`src/rtl/canFeuPkg.sv`:
```
package canFeuPkg;
  localparam int STAT_W   = 8;
  localparam int B_DLCW   = 7;
  localparam int B_TXOK   = 6;
  localparam int B_RXOK   = 5;
  localparam int B_BITERR = 4;
  localparam int B_STUFF  = 3;
  localparam int B_CRC    = 2;
  localparam int B_FORM   = 1;
  localparam int B_ACK    = 0;

  typedef struct packed {
    logic              crcInit;
    logic              crcFeed;
    logic              crcCheck;
    logic              dataBit;
    logic              dlcLoad;
    logic [STAT_W-1:0] hwSet;
  } feuStrobes_t;
endpackage

```
`src/rtl/canFeuCtl.sv`:
```
module canFeuCtl
  import canFeuPkg::*;
#(
  parameter int STUFF_LIMIT = 5
) (
  input  logic        clk,
  input  logic        rstN,
  input  logic        bitStb,
  input  logic        txBit,
  input  logic        rxBit,
  input  logic        txActive,
  input  logic        sofMark,
  input  logic        stuffZone,
  input  logic        crcDataZone,
  input  logic        crcFieldZone,
  input  logic        arbZone,
  input  logic        ackSlot,
  input  logic        crcDelim,
  input  logic        ackDelim,
  input  logic        eofZone,
  input  logic        errFrame,
  input  logic        dlcStb,
  input  logic [3:0]  dlcRx,
  input  logic [3:0]  dlcExpect,
  input  logic        txDone,
  input  logic        rxDone,
  output feuStrobes_t strb
);
  localparam int RUN_W = $clog2(STUFF_LIMIT + 1);

  logic [RUN_W-1:0] runLen;
  logic             lastBit;
  logic             atLimit, isStuff;
  logic             arbExempt, errAckExempt, bitMismatch;

  assign atLimit = (runLen == RUN_W'(STUFF_LIMIT));
  assign isStuff = stuffZone && !sofMark && atLimit;

  always_ff @(posedge clk or negedge rstN) begin
    if (!rstN) begin
      runLen  <= '0;
      lastBit <= 1'b1;
    end else if (bitStb) begin
      if (sofMark || (stuffZone && (atLimit || rxBit != lastBit))) begin
        runLen  <= RUN_W'(1);
        lastBit <= rxBit;
      end else if (stuffZone) begin
        runLen  <= runLen + RUN_W'(1);
      end
    end
  end

  assign arbExempt    = arbZone && txBit && !rxBit;
  assign errAckExempt = errFrame && ackSlot && !rxBit;
  assign bitMismatch  = txActive && (txBit != rxBit) && !arbExempt && !errAckExempt;

  always_comb begin
    strb          = '0;
    strb.dataBit  = rxBit;
    strb.crcInit  = bitStb && sofMark;
    strb.crcFeed  = bitStb && (crcDataZone || crcFieldZone) && !isStuff;
    strb.crcCheck = bitStb && crcDelim;
    strb.dlcLoad  = dlcStb;
    strb.hwSet[B_DLCW]   = dlcStb && (dlcRx != dlcExpect);
    strb.hwSet[B_TXOK]   = txDone;
    strb.hwSet[B_RXOK]   = rxDone;
    strb.hwSet[B_BITERR] = bitStb && bitMismatch;
    strb.hwSet[B_STUFF]  = bitStb && isStuff && (rxBit == lastBit);
    strb.hwSet[B_FORM]   = bitStb && (crcDelim || ackDelim || eofZone) && !rxBit;
    strb.hwSet[B_ACK]    = bitStb && txActive && ackSlot && !errFrame && rxBit;
  end
endmodule

```
`src/rtl/canFeuDp.sv`:
```
module canFeuDp
  import canFeuPkg::*;
#(
  parameter int          CRC_W    = 15,
  parameter logic [14:0] CRC_POLY = 15'h4599,
  parameter int          DLC_W    = 4
) (
  input  logic              clk,
  input  logic              rstN,
  input  feuStrobes_t       strb,
  input  logic [DLC_W-1:0]  dlcRx,
  input  logic [STAT_W-1:0] clrMask,
  input  logic [STAT_W-1:0] intEnable,
  output logic [STAT_W-1:0] status,
  output logic              irq,
  output logic [DLC_W-1:0]  dlcStored
);
  logic [CRC_W-1:0]  crcReg, crcBase, crcStep;
  logic [STAT_W-1:0] setVec;

  assign crcBase = strb.crcInit ? '0 : crcReg;

  always_comb begin
    crcStep = {crcBase[CRC_W-2:0], 1'b0};
    if (strb.dataBit ^ crcBase[CRC_W-1]) crcStep = crcStep ^ CRC_POLY[CRC_W-1:0];
  end

  always_ff @(posedge clk or negedge rstN) begin
    if (!rstN)              crcReg <= '0;
    else if (strb.crcFeed)  crcReg <= crcStep;
    else if (strb.crcInit)  crcReg <= '0;
  end

  always_comb begin
    setVec         = strb.hwSet;
    setVec[B_CRC]  = strb.crcCheck && (crcReg != '0);
  end

  always_ff @(posedge clk or negedge rstN) begin
    if (!rstN) begin
      status    <= '0;
      dlcStored <= '0;
    end else begin
      status <= (status & ~clrMask) | setVec;
      if (strb.dlcLoad) dlcStored <= dlcRx;
    end
  end

  assign irq = |(status & intEnable);
endmodule

```
`src/rtl/canFrameErrUnit.sv`:
```
module canFrameErrUnit
  import canFeuPkg::*;
#(
  parameter int STUFF_LIMIT = 5,
  parameter int DLC_W       = 4
) (
  input  logic              clk,
  input  logic              rstN,
  input  logic              bitStb,
  input  logic              txBit,
  input  logic              rxBit,
  input  logic              txActive,
  input  logic              sofMark,
  input  logic              stuffZone,
  input  logic              crcDataZone,
  input  logic              crcFieldZone,
  input  logic              arbZone,
  input  logic              ackSlot,
  input  logic              crcDelim,
  input  logic              ackDelim,
  input  logic              eofZone,
  input  logic              errFrame,
  input  logic              dlcStb,
  input  logic [DLC_W-1:0]  dlcRx,
  input  logic [DLC_W-1:0]  dlcExpect,
  input  logic              txDone,
  input  logic              rxDone,
  input  logic [STAT_W-1:0] clrMask,
  input  logic [STAT_W-1:0] intEnable,
  output logic [STAT_W-1:0] status,
  output logic              irq,
  output logic [DLC_W-1:0]  dlcStored
);
  feuStrobes_t strb;

  canFeuCtl #(.STUFF_LIMIT(STUFF_LIMIT)) ctl (
    .clk, .rstN, .bitStb, .txBit, .rxBit, .txActive, .sofMark, .stuffZone,
    .crcDataZone, .crcFieldZone, .arbZone, .ackSlot, .crcDelim, .ackDelim,
    .eofZone, .errFrame, .dlcStb, .dlcRx, .dlcExpect, .txDone, .rxDone, .strb
  );

  canFeuDp #(.DLC_W(DLC_W)) dp (
    .clk, .rstN, .strb, .dlcRx, .clrMask, .intEnable, .status, .irq, .dlcStored
  );
endmodule

```
`config.mk`:
```
export PLATFORM = sky130hd
export DESIGN_NAME = canFrameErrUnit
export DESIGN_NICKNAME = d
export VERILOG_FILES = /design/src/rtl/canFeuPkg.sv /design/src/rtl/canFeuCtl.sv /design/src/rtl/canFeuDp.sv /design/src/rtl/canFrameErrUnit.sv
export SDC_FILE = /design/constraint.sdc
export NUM_CORES = 1
export LEC_CHECK = 0
export BUFFER_PORTS_ARGS = -buffer_cell sky130_fd_sc_hd__buf_2
export CAP_MARGIN = 20
export CELL_PAD_IN_SITES_DETAIL_PLACEMENT = 1
export CELL_PAD_IN_SITES_GLOBAL_PLACEMENT = 1
export CORE_ASPECT_RATIO = 2
export CORE_UTILIZATION = 40
export DETAILED_ROUTE_END_ITERATION = 12
export HOLD_SLACK_MARGIN = 0.12
export PLACE_DENSITY = 0.9
export SETUP_SLACK_MARGIN = 0.2
export SYNTH_ARGS = -nofsm -noshare
export SYNTH_HDL_FRONTEND = slang
export SYNTH_HIERARCHICAL = 1
export SYNTH_SLANG_ARGS = --single-unit
export TNS_END_PERCENT = 100
```
`constraint.sdc`:
```
create_clock -name clk -period 2.8 [get_ports clk]
set_clock_uncertainty 0.05 [all_clocks]
set_input_delay 0.28 -clock clk [delete_from_list [all_inputs] [get_ports clk]]
set_output_delay 0.28 -clock clk [all_outputs]
set_load 0.01 [all_outputs]
```
=== Yosys cells after proc, flatten, opt, wreduce, memory -nomap -nowiden ===
Cells that the tools add are included.
Widths: inputs -> output; s select.

* Register bits after elaboration: 31
* Output and inout port bits: 13

* $add $sub $neg: 1
* Equality and inequality tests: 5
* Multiplexer cells: 5
* Bitwise operators: 6
* Reduce and logical (&&, ||, !) cells: 41

{| class="wikitable"
|+ Operators with widths
! operator !! count
|-
| $mux 15 || 3
|-
| $logic_and 1x1->1 || 25
|-
| $and 8x8->8 || 2
|-
| $reduce_bool 15->1 || 1
|-
| $not 8->8 || 1
|-
| $or 8x8->8 || 1
|-
| $reduce_or 8->1 || 1
|-
| $not 7->7 || 1
|-
| $logic_not 1->1 || 6
|-
| $mux 3 || 2
|-
| $logic_or 1x1->1 || 5
|-
| $ne 4x4->1 || 1
|-
| $reduce_and 2->1 || 2
|-
| $add 3x1->3 const B || 1
|-
| $eq 3x3->1 const B || 1
|-
| $ne 1x1->1 || 2
|-
| $reduce_bool 2->1 || 1
|-
| $eq 1x1->1 || 1
|-
| $xor 1x1->1 || 1
|}

=== Longest topological paths before layout ===
Gate-level depths: netlist (run 1).

* Depth in word-level cells: 7
* Mapped depth: 9

=== Hierarchy ===
The synthesis (run 1) kept the hierarchy.

{| class="wikitable"
|+ By module, submodules not included
! module !! times used !! cells each !! area an instance (um^2) !! seq. area each (um^2)
|-
| canFeuDp || 1 || 111 || 1248.7 || 675.6
|-
| canFeuCtl || 1 || 50 || 409.1 || 101.3
|}

=== Worst setup path before layout (run 1) ===
OpenSTA, ideal clock, no wires.

* Path kind: reg-to-reg
* Start: register ctl.runLen[1]
* End: register dp.crcReg[0]
* Setup time: 0.129 ns
* Data arrival time: 1.404 ns
* Path slack: 1.216 ns
* Cell stages (with the launch flop): 10
* Path buffers: 1
* Clock period less this slack: 1.584 ns
* Cell sequence: dfrtp_1 > inv_1 > ha_1 > nand2_1 > nor3b_1 > nor2_1 > buf_4 > nand2_1 > a2bb2oi_1 > o22ai_1

{| class="wikitable"
|+ RTL lines
! what !! line !! source
|-
| start, declared || canFeuCtl.sv:31 || <nowiki>logic [RUN_W-1:0] runLen;</nowiki>
|-
| start signal, assigned || canFeuCtl.sv:48 || <nowiki>runLen <= runLen + RUN_W'(1);</nowiki>
|-
| end signal, assigned || canFeuDp.sv:30 || <nowiki>else if (strb.crcFeed) crcReg <= crcStep;</nowiki>
|-
| end, declared || canFeuDp.sv:18 || <nowiki>logic [CRC_W-1:0] crcReg, crcBase, crcStep;</nowiki>
|}

==> results of run 1 <==
worst min-delay path by stage:
stage	to	slack (ns)	from
final	dp/status[6]$_DFF_PN0_	0.13	txDone
after global routing	dp/status[6]$_DFF_PN0_	0.15	txDone
after CTS	dp/status[6]$_DFF_PN0_	0.13	txDone
after detailed placement	dp/crcReg[9]$_DFF_PN0_	0.32	rstN
after global placement	dp/crcReg[9]$_DFF_PN0_	0.31	rstN
after floorplan	ctl/runLen[0]$_DFFE_PN0P_	-0.07	rstN
flip-flops by register name (all words and copies together) (netlist names):
| signal | flops |
|---|---|
| dp/crcReg | 15 |
| dp/status | 8 |
| dp/dlcStored | 4 |
| ctl/runLen | 3 |
| ctl/lastBit | 1 |
critical path: stages, from the launching register on:
cell	delay, ns
sky130_fd_sc_hd__dfrtp_1	0.41
sky130_fd_sc_hd__ha_1	0.23
sky130_fd_sc_hd__nand2_1	0.11
sky130_fd_sc_hd__nor3b_1	0.08
sky130_fd_sc_hd__nor2_1	0.33
sky130_fd_sc_hd__buf_4	0.26
sky130_fd_sc_hd__nor2b_1	0.37
sky130_fd_sc_hd__a22oi_1	0.13
sky130_fd_sc_hd__o21bai_1	0.15
power by group through the flow:
stage	sequential, uW	clock [uW]	combinational [uW]
6_report	577	349	264
5_1_grt	587	380	297
4_1_cts	577	364	267
3_5_place_dp	584	0	265
3_3_place_gp	582	0	251
2_1_floorplan	564	0	181
through the flow:
stage	hold WS (ns)	util (%)	total power, uW
finish	0.135	52.6	1190
floorplan	-0.0656	-	746
CTS	0.129	52.6	1210
global route	0.145	52.6	1260
detailed placement	0.316	49.8	848
global placement	0.311	49.8	832
cells in the final DEF (no fill, tap or decap), types with 3 or more instances in the layout:
cell type	n
sky130_fd_sc_hd__a21o_1	7
sky130_fd_sc_hd__a21oi_1	9
sky130_fd_sc_hd__a22oi_1	9
sky130_fd_sc_hd__buf_2	55
sky130_fd_sc_hd__clkbuf_8	6
sky130_fd_sc_hd__dfrtp_1	30
sky130_fd_sc_hd__inv_1	12
sky130_fd_sc_hd__mux2_2	4
sky130_fd_sc_hd__mux2i_1	9
sky130_fd_sc_hd__nand2_1	8
sky130_fd_sc_hd__nor2_1	13
sky130_fd_sc_hd__nor3_1	3
sky130_fd_sc_hd__nor3b_1	3
sky130_fd_sc_hd__o21ai_0	3
sky130_fd_sc_hd__o21bai_1	5
sky130_fd_sc_hd__xor2_1	9
metal layers:
metal | part of all wire, % | vias up | track usage [%]
li1 | - | 670 | -
met1 | 32 | 698 | 20.9
met2 | 62 | 39 | 41.7
met3 | 3.7 | 9 | 5.26
met4 | 2.2 | 0 | 11.9
met5 | 0 | - | 0
final cells by class:
cell class	count	area, um^2
well taps	51	63.8
fillers	477	1840
flip-flops and latches	31	777
multi-input cells	108	767
repair buffers	58	303
inverters	12	45.0
clock inverters	1	5.00
clock buffers	6	82.6
==> results.txt, run 1 <==
----------------------------------------------------
[Run status]
  Status ... finished, final reports clean

[Global route]
  Antenna violations before repair ... 0
  Via count of the first global-routing pass ... around 1,700
  Wire length of the first global-routing pass ... about 7000 um
  Grt total ovfl ... 0
  Gr usage total ... 22.8%
  Maximum number of pins on one net before global-route repair ... 32

[Route]
  Final antenna-violating net count ... 0
  Via-per-instance ratio ... ~5.3
  Routed wire per std cell ... ~16 um
  Number of detailed-routing iterations run before antenna repair ... 4
  Number of violations reported at the end of detailed-routing iteration 0 ... 10
  Remaining design rule violation count ... 0
  Routed via count ... approximately 1,400
  WL final ... 4250 um

[Place]
  Number of placed instances with taps included ... between 200 and 300
  Detail Placement HPWL ... roughly 3400 um
  Number of port buffers ... 55
  Placed inst area ... 1940 um^2
  Placement Setup Slack ... roughly 0.6 ns
  Final weighted congestion in routability-driven placement ... about 0.77

[Finish]
  N_diodes ... 0
  Non-Filler Instances ... around 270
  Layout cells sized above 1 ... 32.9%
  Area growth, synth to finish ... 24.1%
  Net count of the finished layout ... 261
  Final Instance Area ... about 2000 um^2

[Pwr]
  PD cells ... around 580 nW/um^2
  Net switching power figure ... 358 uW
  Clock network fraction of design power ... between 20% and 30%
  Sequential group share of total power ... 48.5%
  Maximum ir drop on the vdd rail ... 391 uV
  Power Internal ... between 800 and 900 uW
  Leakage power ... ~0.0011 uW
  Power share of the combinational group ... 22.2%
  Fraction of power spent switching nets ... a little under a third

[Critical path]
  Beginning of the critical path ... ctl/runLen[0]$_DFFE_PN0P_
  Class of the most critical setup path ... reg -> reg
  Crit Reg-Reg Startpoint ... ctl/runLen[0]$_DFFE_PN0P_
  Worst-path fanout max ... 8
  Worst Reg2Reg Path Length in Cells ... 8
  Required time of the critical path ... roughly 3.0 ns
  Crit path arrival time ... 2.35 ns
  End point of the critical path ... dp/crcReg[4]$_DFF_PN0_
  Startpoint class of the critical path ... flop
  Register-to-register path setup slack ... 0.61 ns
  R2R Path End ... dp/crcReg[4]$_DFF_PN0_
  Element type at the critical path end ... flop

[Synthesis]
  Post-Syn Nets ... 204
  Syn Std Cell Area ... roughly 1600 um^2
  Synthesis warning total ... 6
  Post-Syn Area per Cell ... roughly 10 um^2
  Syn Inst Count ... ~160

[Clock network]
  CTS tree ... built
  Total number of H-tree levels ... 2
  Number of resized instances in the post-cts repair step ... 0
  Clock buffer count from CTS ... 5
  Clock Latency Late Sink ... between 0.2 and 0.3 ns
  Maximum number of buffers from clock root to sink ... 2
  Clock root buffer master ... sky130_fd_sc_hd__clkbuf_8
  Cts hold-fix bufs ... 2
  Count of buffers added by post-CTS timing repair for setup ... 0
  Clock transition time at the flip-flop clock pins of the worst setup and hold paths ... about 0.06 ns
  Sink Count ... 31

[STA]
  Setup repair after global routing missed its margin ... false
  Slew of the pin with the lowest slew margin ... approximately 0.68 ns
  Highest attainable clock frequency ... between 400 and 500 MHz
  Final slew viol count ... 0
  Crit share post-route ... about four fifths
  Worst-case setup margin in the final layout ... between 0.6 and 0.7 ns
  Setup Total Neg Slack ... 0 ns
  Headroom to the max-slew limit ... 54.8%
  Finish-stage setup viols ... 0
  Final hold violations ... 0
  Minimum clock period ... 2.19 ns

[Die]
  Number of placement rows ... 32
  # IOs ... 56
  Effective utilization at floorplan ... 42.4%
  Die boundary width ... 47.4 um
  Vertical die dimension ... about 93 um
  Die Outline Area ... approximately 4400 um^2
  CORE AREA ... 3880 um^2

[Min path]
  Worst hold path stage count ... 2
  HP Class ... in -> reg

[Run]
  Max Cap Viol ... 0

----------------------------------------------------
Power figures use the tool's default switching activity.
==> run 2, diff against run 1 <==
- CORE_UTILIZATION: 40 -> 37
- PLACE_DENSITY: 0.9 -> 0.84
- clock period: 2.8 -> 2.15 ns (I/O delays scaled with it)
==> results.txt, run 2 (synthesis gave the netlist of run 1 again) <==
----------------------------------------------------
[Global route]
  Grt total ovfl ... 0 (unchanged)
  Maximum number of pins on one net before global-route repair ... 32 (unchanged)
  Gr usage total ... 19.0% (was 22.8%)
  Via count of the first global-routing pass ... 1,485 (was 1,655)
  Antenna violations before repair ... 0 (unchanged)
  Wire length of the first global-routing pass ... 6730 um (was 7130 um)

[Run]
  Max Cap Viol ... 0 (unchanged)

[STA]
  Final hold violations ... 0 (unchanged)
  Finish-stage setup viols ... 0 (unchanged)
  Highest attainable clock frequency ... 559 MHz (was 456 MHz)
  Hold_ws ... 0.149 ns (was 0.135 ns)
  Setup Total Neg Slack ... 0 ns (unchanged)
  Slew of the pin with the lowest slew margin ... 0.696 ns (was 0.679 ns)
  Final slew viol count ... 0 (unchanged)
  Minimum clock period ... 1.79 ns (was 2.19 ns)
  Crit share post-route ... 83.2% (was 78.3%)
  Setup repair after global routing missed its margin ... true (was false)
  Headroom to the max-slew limit ... 53.6% (was 54.8%)

[Critical path]
  Class of the most critical setup path ... reg -> reg (unchanged)
  Library cell appearing most often on the critical path ... sky130_fd_sc_hd__nand2_1
  Crit path arrival time ... 1.88 ns (was 2.35 ns)
  Slowest stage cell, crit path ... sky130_fd_sc_hd__dfrtp_1 (unchanged)
  Largest incremental delay on the critical path ... 0.40 ns (was 0.41 ns)
  Worst-path fanout max ... 7 (was 8)
  Startpoint class of the critical path ... flop (unchanged)
  Ordered list of cells on the worst path ... inv_1 > ha_1 > nand2_1 > nor3b_1 > nor2_1 > nand2_1 > a2bb2oi_1 > o31ai_1 (was ha_1 > nand2_1 > nor3b_1 > nor2_1 > buf_4 > nor2b_1 > a22oi_1 > o21bai_1)
  Element type at the critical path end ... flop (unchanged)
  Required time of the critical path ... 2.25 ns (was 2.96 ns)

[Pwr]
  PD cells ... 751 nW/um^2 (was 583 nW/um^2)
  Leakage power ... 0.00107 uW (was 0.00106 uW)
  Maximum ir drop on the vdd rail ... 748 uV (was 391 uV)

[Finish]
  Top Registers ... dp/crcReg (15), dp/status (8), dp/dlcStored (4) (unchanged)
  Net count of the finished layout ... 262 (was 261)
  Leading cell type in the layout, fill and taps excluded ... sky130_fd_sc_hd__buf_2 (unchanged)
  Area growth, synth to finish ... 25.3% (was 24.1%)
  Number of flip-flops in the largest register ... 15 (unchanged)
  Layout cells sized above 1 ... 33.0% (was 32.9%)
  Biggest register ... dp/crcReg (unchanged)
  Top library cells by usage in the layout, fill and taps aside ... sky130_fd_sc_hd__buf_2, sky130_fd_sc_hd__dfrtp_1, sky130_fd_sc_hd__nor2_1 (unchanged)
  N_diodes ... 0 (unchanged)

[Route]
  Number of detailed-routing iterations run before antenna repair ... 2 (was 4)
  Via-per-instance ratio ... 5.18 (was 5.30)
  Final antenna-violating net count ... 0 (unchanged)
  Routed via count ... 1,410 (was 1,416)
  WL final ... 4110 um (was 4250 um)
  Routed wire per std cell ... 15.1 um (was 15.9 um)
  Remaining design rule violation count ... 0 (unchanged)
  Number of violations reported at the end of detailed-routing iteration 0 ... 7 (was 10)

[Min path]
  HP Class ... in -> reg (unchanged)

[Clock network]
  Clock Latency Late Sink ... 0.27 ns (was 0.28 ns)
  Clock transition time at the flip-flop clock pins of the worst setup and hold paths ... 0.06 ns (about the same)
  CTS tree ... built (unchanged)
  Maximum number of buffers from clock root to sink ... 2 (unchanged)
  Count of buffers added by post-CTS timing repair for setup ... 0 (unchanged)
  Sink Count ... 31 (unchanged)
  Clock root buffer master ... sky130_fd_sc_hd__clkbuf_8 (unchanged)
  Clock buffer count from CTS ... 5 (unchanged)
  Total number of H-tree levels ... 2 (unchanged)

[Die]
  Vertical die dimension ... 96.3 um (was 92.7 um)
  Die Outline Area ... 4740 um^2 (was 4390 um^2)
  Effective utilization at floorplan ... 38.3% (was 42.4%)
  # IOs ... 56 (unchanged)
  CORE AREA ... 4300 um^2 (was 3880 um^2)
  Die boundary width ... 49.2 um (was 47.4 um)
  Number of placement rows ... 34 (was 32)

[Place]
  Final weighted congestion in routability-driven placement ... 0.750 (was 0.767)
  Number of port buffers ... 55 (unchanged)
  Detail Placement HPWL ... 3290 um (was 3390 um)

[Run status]
  Status ... finished, final reports clean (unchanged)

----------------------------------------------------
run 2: worst paths after layout:
check / start / end / slack [ns] / cells past startpoint
min: dlcRx[0] / dp/dlcStored[0]$_DFFE_PN0P_ / 0.15 / 2
max: ctl/runLen[1]$_DFFE_PN0P_ / dp/crcReg[14]$_DFF_PN0_ / 0.36 / 8
min in group asynchronous: rstN / dp/status[7]$_DFF_PN0_ / 0.48 / 2
max reg2reg: ctl/runLen[1]$_DFFE_PN0P_ / dp/crcReg[14]$_DFF_PN0_ / 0.36 / 8
max in group asynchronous: rstN / dp/crcReg[9]$_DFF_PN0_ / 1.12 / 2
min reg2reg: ctl/lastBit$_DFFE_PN1P_ / ctl/lastBit$_DFFE_PN1P_ / 0.43 / 2
run 2: metal layers:
metal  track usage (%)  part of all wire, %
met5                 0                    0
met2              38.4                   58
met3              4.27                  5.3
met1              17.3                   34
met4              8.09                  2.3
run 2: area by class of cell:
cell class | instances | area [um^2]
fill | 532 | 2230
timing repair buffer | 59 | 313
tap | 54 | 67.6
sequential | 31 | 777
inverter | 12 | 45.0
clock inverter | 1 | 5.00
multi-input combinational | 108 | 769
clock buffer | 7 | 86.3
run 2: repair_timing:
item | CTS | global route
hold endpoints to repair | 32 | 0
setup endpoints to repair | 0 | 6
gates resized for setup | 0 | 1
hold buffers | 3 | 0
run 2: metrics by stage:
stage	power [uW]	cell area, um^2	worst slack, ns	utilization (%)	instances
final	1550	2060	0.362	48.0	272
after global routing	1650	2060	0.168	48.0	272
after CTS	1570	2060	0.291	48.0	272
after detailed placement	1100	1940	0.303	45.1	261
after global placement	1090	1940	0.381	45.1	261
after floorplan	971	1650	0.566	-	159
run 2: critical path, delay by kind of cell (launching register included):
family	cells	cell delay [ns]
compound gates	2	0.27
fa+ha+maj	1	0.15
buf+inv	1	0.06
flops	1	0.40
simple gates	4	0.72
run 2: report_power, final:
part           leakage [uW]  internal [uW]  switching [uW]  total, uW
sequential         0.000389            664            87.6        751
combinational      0.000631            171             169        340
clock             0.0000482            258             200        458
==> run 3, diff against run 2 <==
- ABC_AREA: default -> 1
- CORE_UTILIZATION: 37 -> 36
- PLACE_DENSITY: 0.84 -> 0.85
- clock period: 2.15 -> 1.7 ns (I/O delays scaled with it)
==> results.txt, run 3 <==
----------------------------------------------------
[Run status]
  Status ... finished, final reports clean (unchanged)

[Route]
  Number of detailed-routing iterations run before antenna repair ... 4 (was 2)
  WL final ... 6040 um (was 4110 um)
  Final antenna-violating net count ... 0 (unchanged)
  Routed via count ... 1,822 (was 1,410)
  Number of violations reported at the end of detailed-routing iteration 0 ... 28 (was 7)
  Routed wire per std cell ... 17.1 um (was 15.1 um)
  Remaining design rule violation count ... 0 (unchanged)
  Via-per-instance ratio ... 5.16 (was 5.18)

[Critical path]
  Class of the most critical setup path ... reg -> reg (unchanged)
  Worst-path fanout max ... 7 (unchanged)
  Required time of the critical path ... 1.82 ns (was 2.25 ns)
  Crit path arrival time ... 1.66 ns (was 1.88 ns)
  Element type at the critical path end ... flop (unchanged)
  Startpoint class of the critical path ... flop (unchanged)

[STA]
  Final hold violations ... 0 (unchanged)
  Final slew viol count ... 0 (unchanged)
  Minimum clock period ... 1.54 ns (was 1.79 ns)
  Crit share post-route ... 90.6% (was 83.2%)
  Slew of the pin with the lowest slew margin ... 0.715 ns (was 0.696 ns)
  Finish-stage setup viols ... 0 (unchanged)
  Setup Total Neg Slack ... 0 ns (unchanged)
  Headroom to the max-slew limit ... 52.4% (was 53.6%)
  Highest attainable clock frequency ... 649 MHz (was 559 MHz)
  Setup repair after global routing missed its margin ... true (unchanged)

[Place]
  Number of port buffers ... 55 (unchanged)
  Placed inst area ... 2070 um^2 (was 1940 um^2)
  Final weighted congestion in routability-driven placement ... 0.846 (was 0.750)
  Detail Placement HPWL ... 3820 um (was 3290 um)
  Number of placed instances with taps included ... 321 (was 261)

[Die]
  Die Outline Area ... 5190 um^2 (was 4740 um^2)
  Die boundary width ... 51.4 um (was 49.2 um)
  CORE AREA ... 4640 um^2 (was 4300 um^2)
  Vertical die dimension ... 101 um (was 96.3 um)
  Number of placement rows ... 35 (was 34)
  # IOs ... 56 (unchanged)
  Effective utilization at floorplan ... 37.9% (was 38.3%)

[Finish]
  Net count of the finished layout ... 342 (was 262)
  Number of flip-flops in the largest register ... 15 (unchanged)
  N_diodes ... 0 (unchanged)
  Leading cell type in the layout, fill and taps excluded ... sky130_fd_sc_hd__buf_2 (unchanged)
  Top library cells by usage in the layout, fill and taps aside ... sky130_fd_sc_hd__buf_2, sky130_fd_sc_hd__nand2_1, sky130_fd_sc_hd__dfrtp_1 (was sky130_fd_sc_hd__buf_2, sky130_fd_sc_hd__dfrtp_1, sky130_fd_sc_hd__nor2_1)
  Post-layout util ... 53.0% (was 48.0%)
  Layout cells sized above 1 ... 37.9% (was 33.0%)
  Final Instance Area ... 2460 um^2 (was 2060 um^2)
  Top Registers ... dp/crcReg (15), dp/status (8), dp/dlcStored (4) (unchanged)
  Biggest register ... dp/crcReg (unchanged)
  Non-Filler Instances ... 353 (was 272)
  Area growth, synth to finish ... 39.8% (was 25.3%)

[Clock network]
  Clock root buffer master ... sky130_fd_sc_hd__clkbuf_8 (unchanged)
  Total number of H-tree levels ... 2 (unchanged)
  Clock Latency Late Sink ... 0.28 ns (was 0.27 ns)
  CTS tree ... built (unchanged)
  Clock transition time at the flip-flop clock pins of the worst setup and hold paths ... 0.07 ns (was 0.06 ns)
  Sink Count ... 31 (unchanged)
  Maximum number of buffers from clock root to sink ... 2 (unchanged)
  Clock buffer count from CTS ... 5 (unchanged)

[Global route]
  Antenna violations before repair ... 0 (unchanged)
  Maximum number of pins on one net before global-route repair ... 32 (unchanged)
  Grt total ovfl ... 0 (unchanged)
  Wire length of the first global-routing pass ... 9510 um (was 6730 um)
  Gr usage total ... 25.6% (was 19.0%)
  Via count of the first global-routing pass ... 2,001 (was 1,485)

[Pwr]
  Power consumption ... 2130 uW (was 1550 uW)
  Leakage power ... 0.00127 uW (was 0.00107 uW)
  Maximum ir drop on the vdd rail ... 612 uV (was 748 uV)
  PD cells ... 866 nW/um^2 (was 751 nW/um^2)

[Synthesis]
  Synthesis warning total ... 6 (unchanged)
  Post-Syn Nets ... 263 (was 204)
  Syn Std Cell Area ... 1760 um^2 (was 1650 um^2)
  Syn Inst Count ... 218 (was 159)
  Post-Syn Area per Cell ... 8.07 um^2 (was 10.4 um^2)

[Min path]
  HP Class ... in -> reg (unchanged)

[Run]
  Max Cap Viol ... 0 (unchanged)

----------------------------------------------------
-- run 3: through the flow --
step / worst slack [ns] / hold WS (ns)
floorplan: 0.235 / -0.176
global placement: 0.170 / 0.214
detailed placement: 0.0776 / 0.216
CTS: 0.184 / 0.124
global route: 0.112 / 0.134
finish: 0.159 / 0.123
-- run 3: timing repair --
item / CTS / global route
cloned: 1 / 0
pin swaps: 1 / 2
resized for setup: 9 / 13
endpoints found under the hold margin: 40 / 0
setup endpoints to repair: 4 / 10
setup buffers: 5 / 5
hold buffers: 13 / 0
-- run 3: layer usage --
layer	global-route usage, %	vias to the layer above	share of wire [%]
li1	-	852	-
met1	22.4	897	31
met2	51.0	55	61
met3	2.71	18	3.1
met4	15.8	0	4.1
met5	0	-	0
-- run 3: final timing paths --
| kind | slack, ns | start | depth (start not counted) | endpoint |
|---|---|---|---|---|
| hold reg to reg | 0.44 | ctl/lastBit$_DFFE_PN1P_ | 2 | ctl/lastBit$_DFFE_PN1P_ |
| hold / removal | 0.12 | dlcRx[0] | 2 | dp/dlcStored[0]$_DFFE_PN0P_ |
| max in group asynchronous | 0.71 | rstN | 2 | dp/crcReg[8]$_DFF_PN0_ |
| setup reg to reg | 0.16 | ctl/runLen[1]$_DFFE_PN0P_ | 8 | dp/crcReg[3]$_DFF_PN0_ |
| min in group asynchronous | 0.43 | rstN | 2 | dp/crcReg[11]$_DFF_PN0_ |
| setup / recovery | 0.16 | ctl/runLen[1]$_DFFE_PN0P_ | 8 | dp/crcReg[3]$_DFF_PN0_ |
-- run 3: area by class of cell --
| cell class | instances | area [um^2] |
|---|---|---|
| Fill cell | 603 | 2180 |
| Multi-Input combinational cell | 149 | 860 |
| Sequential cell | 31 | 777 |
| Timing Repair Buffer | 82 | 559 |
| Inverter | 28 | 113 |
| Clock buffer | 7 | 76.3 |
| Tap cell | 55 | 68.8 |
| Clock inverter | 1 | 5.00 |
-- run 3: worst max-delay path: stages (launching register included) --
cell and delay (ns):
sky130_fd_sc_hd__dfrtp_1 0.39, sky130_fd_sc_hd__inv_2 0.08, sky130_fd_sc_hd__ha_4 0.12, sky130_fd_sc_hd__nand4_1 0.12, sky130_fd_sc_hd__o211a_4 0.24, sky130_fd_sc_hd__buf_12 0.16
sky130_fd_sc_hd__buf_6 0.13, sky130_fd_sc_hd__nand3_2 0.08, sky130_fd_sc_hd__nand2_1 0.05
-- run 3: power breakdown --
group	switching, uW	internal [uW]
registers	92.1	840
clock network	268	287
logic	352	289
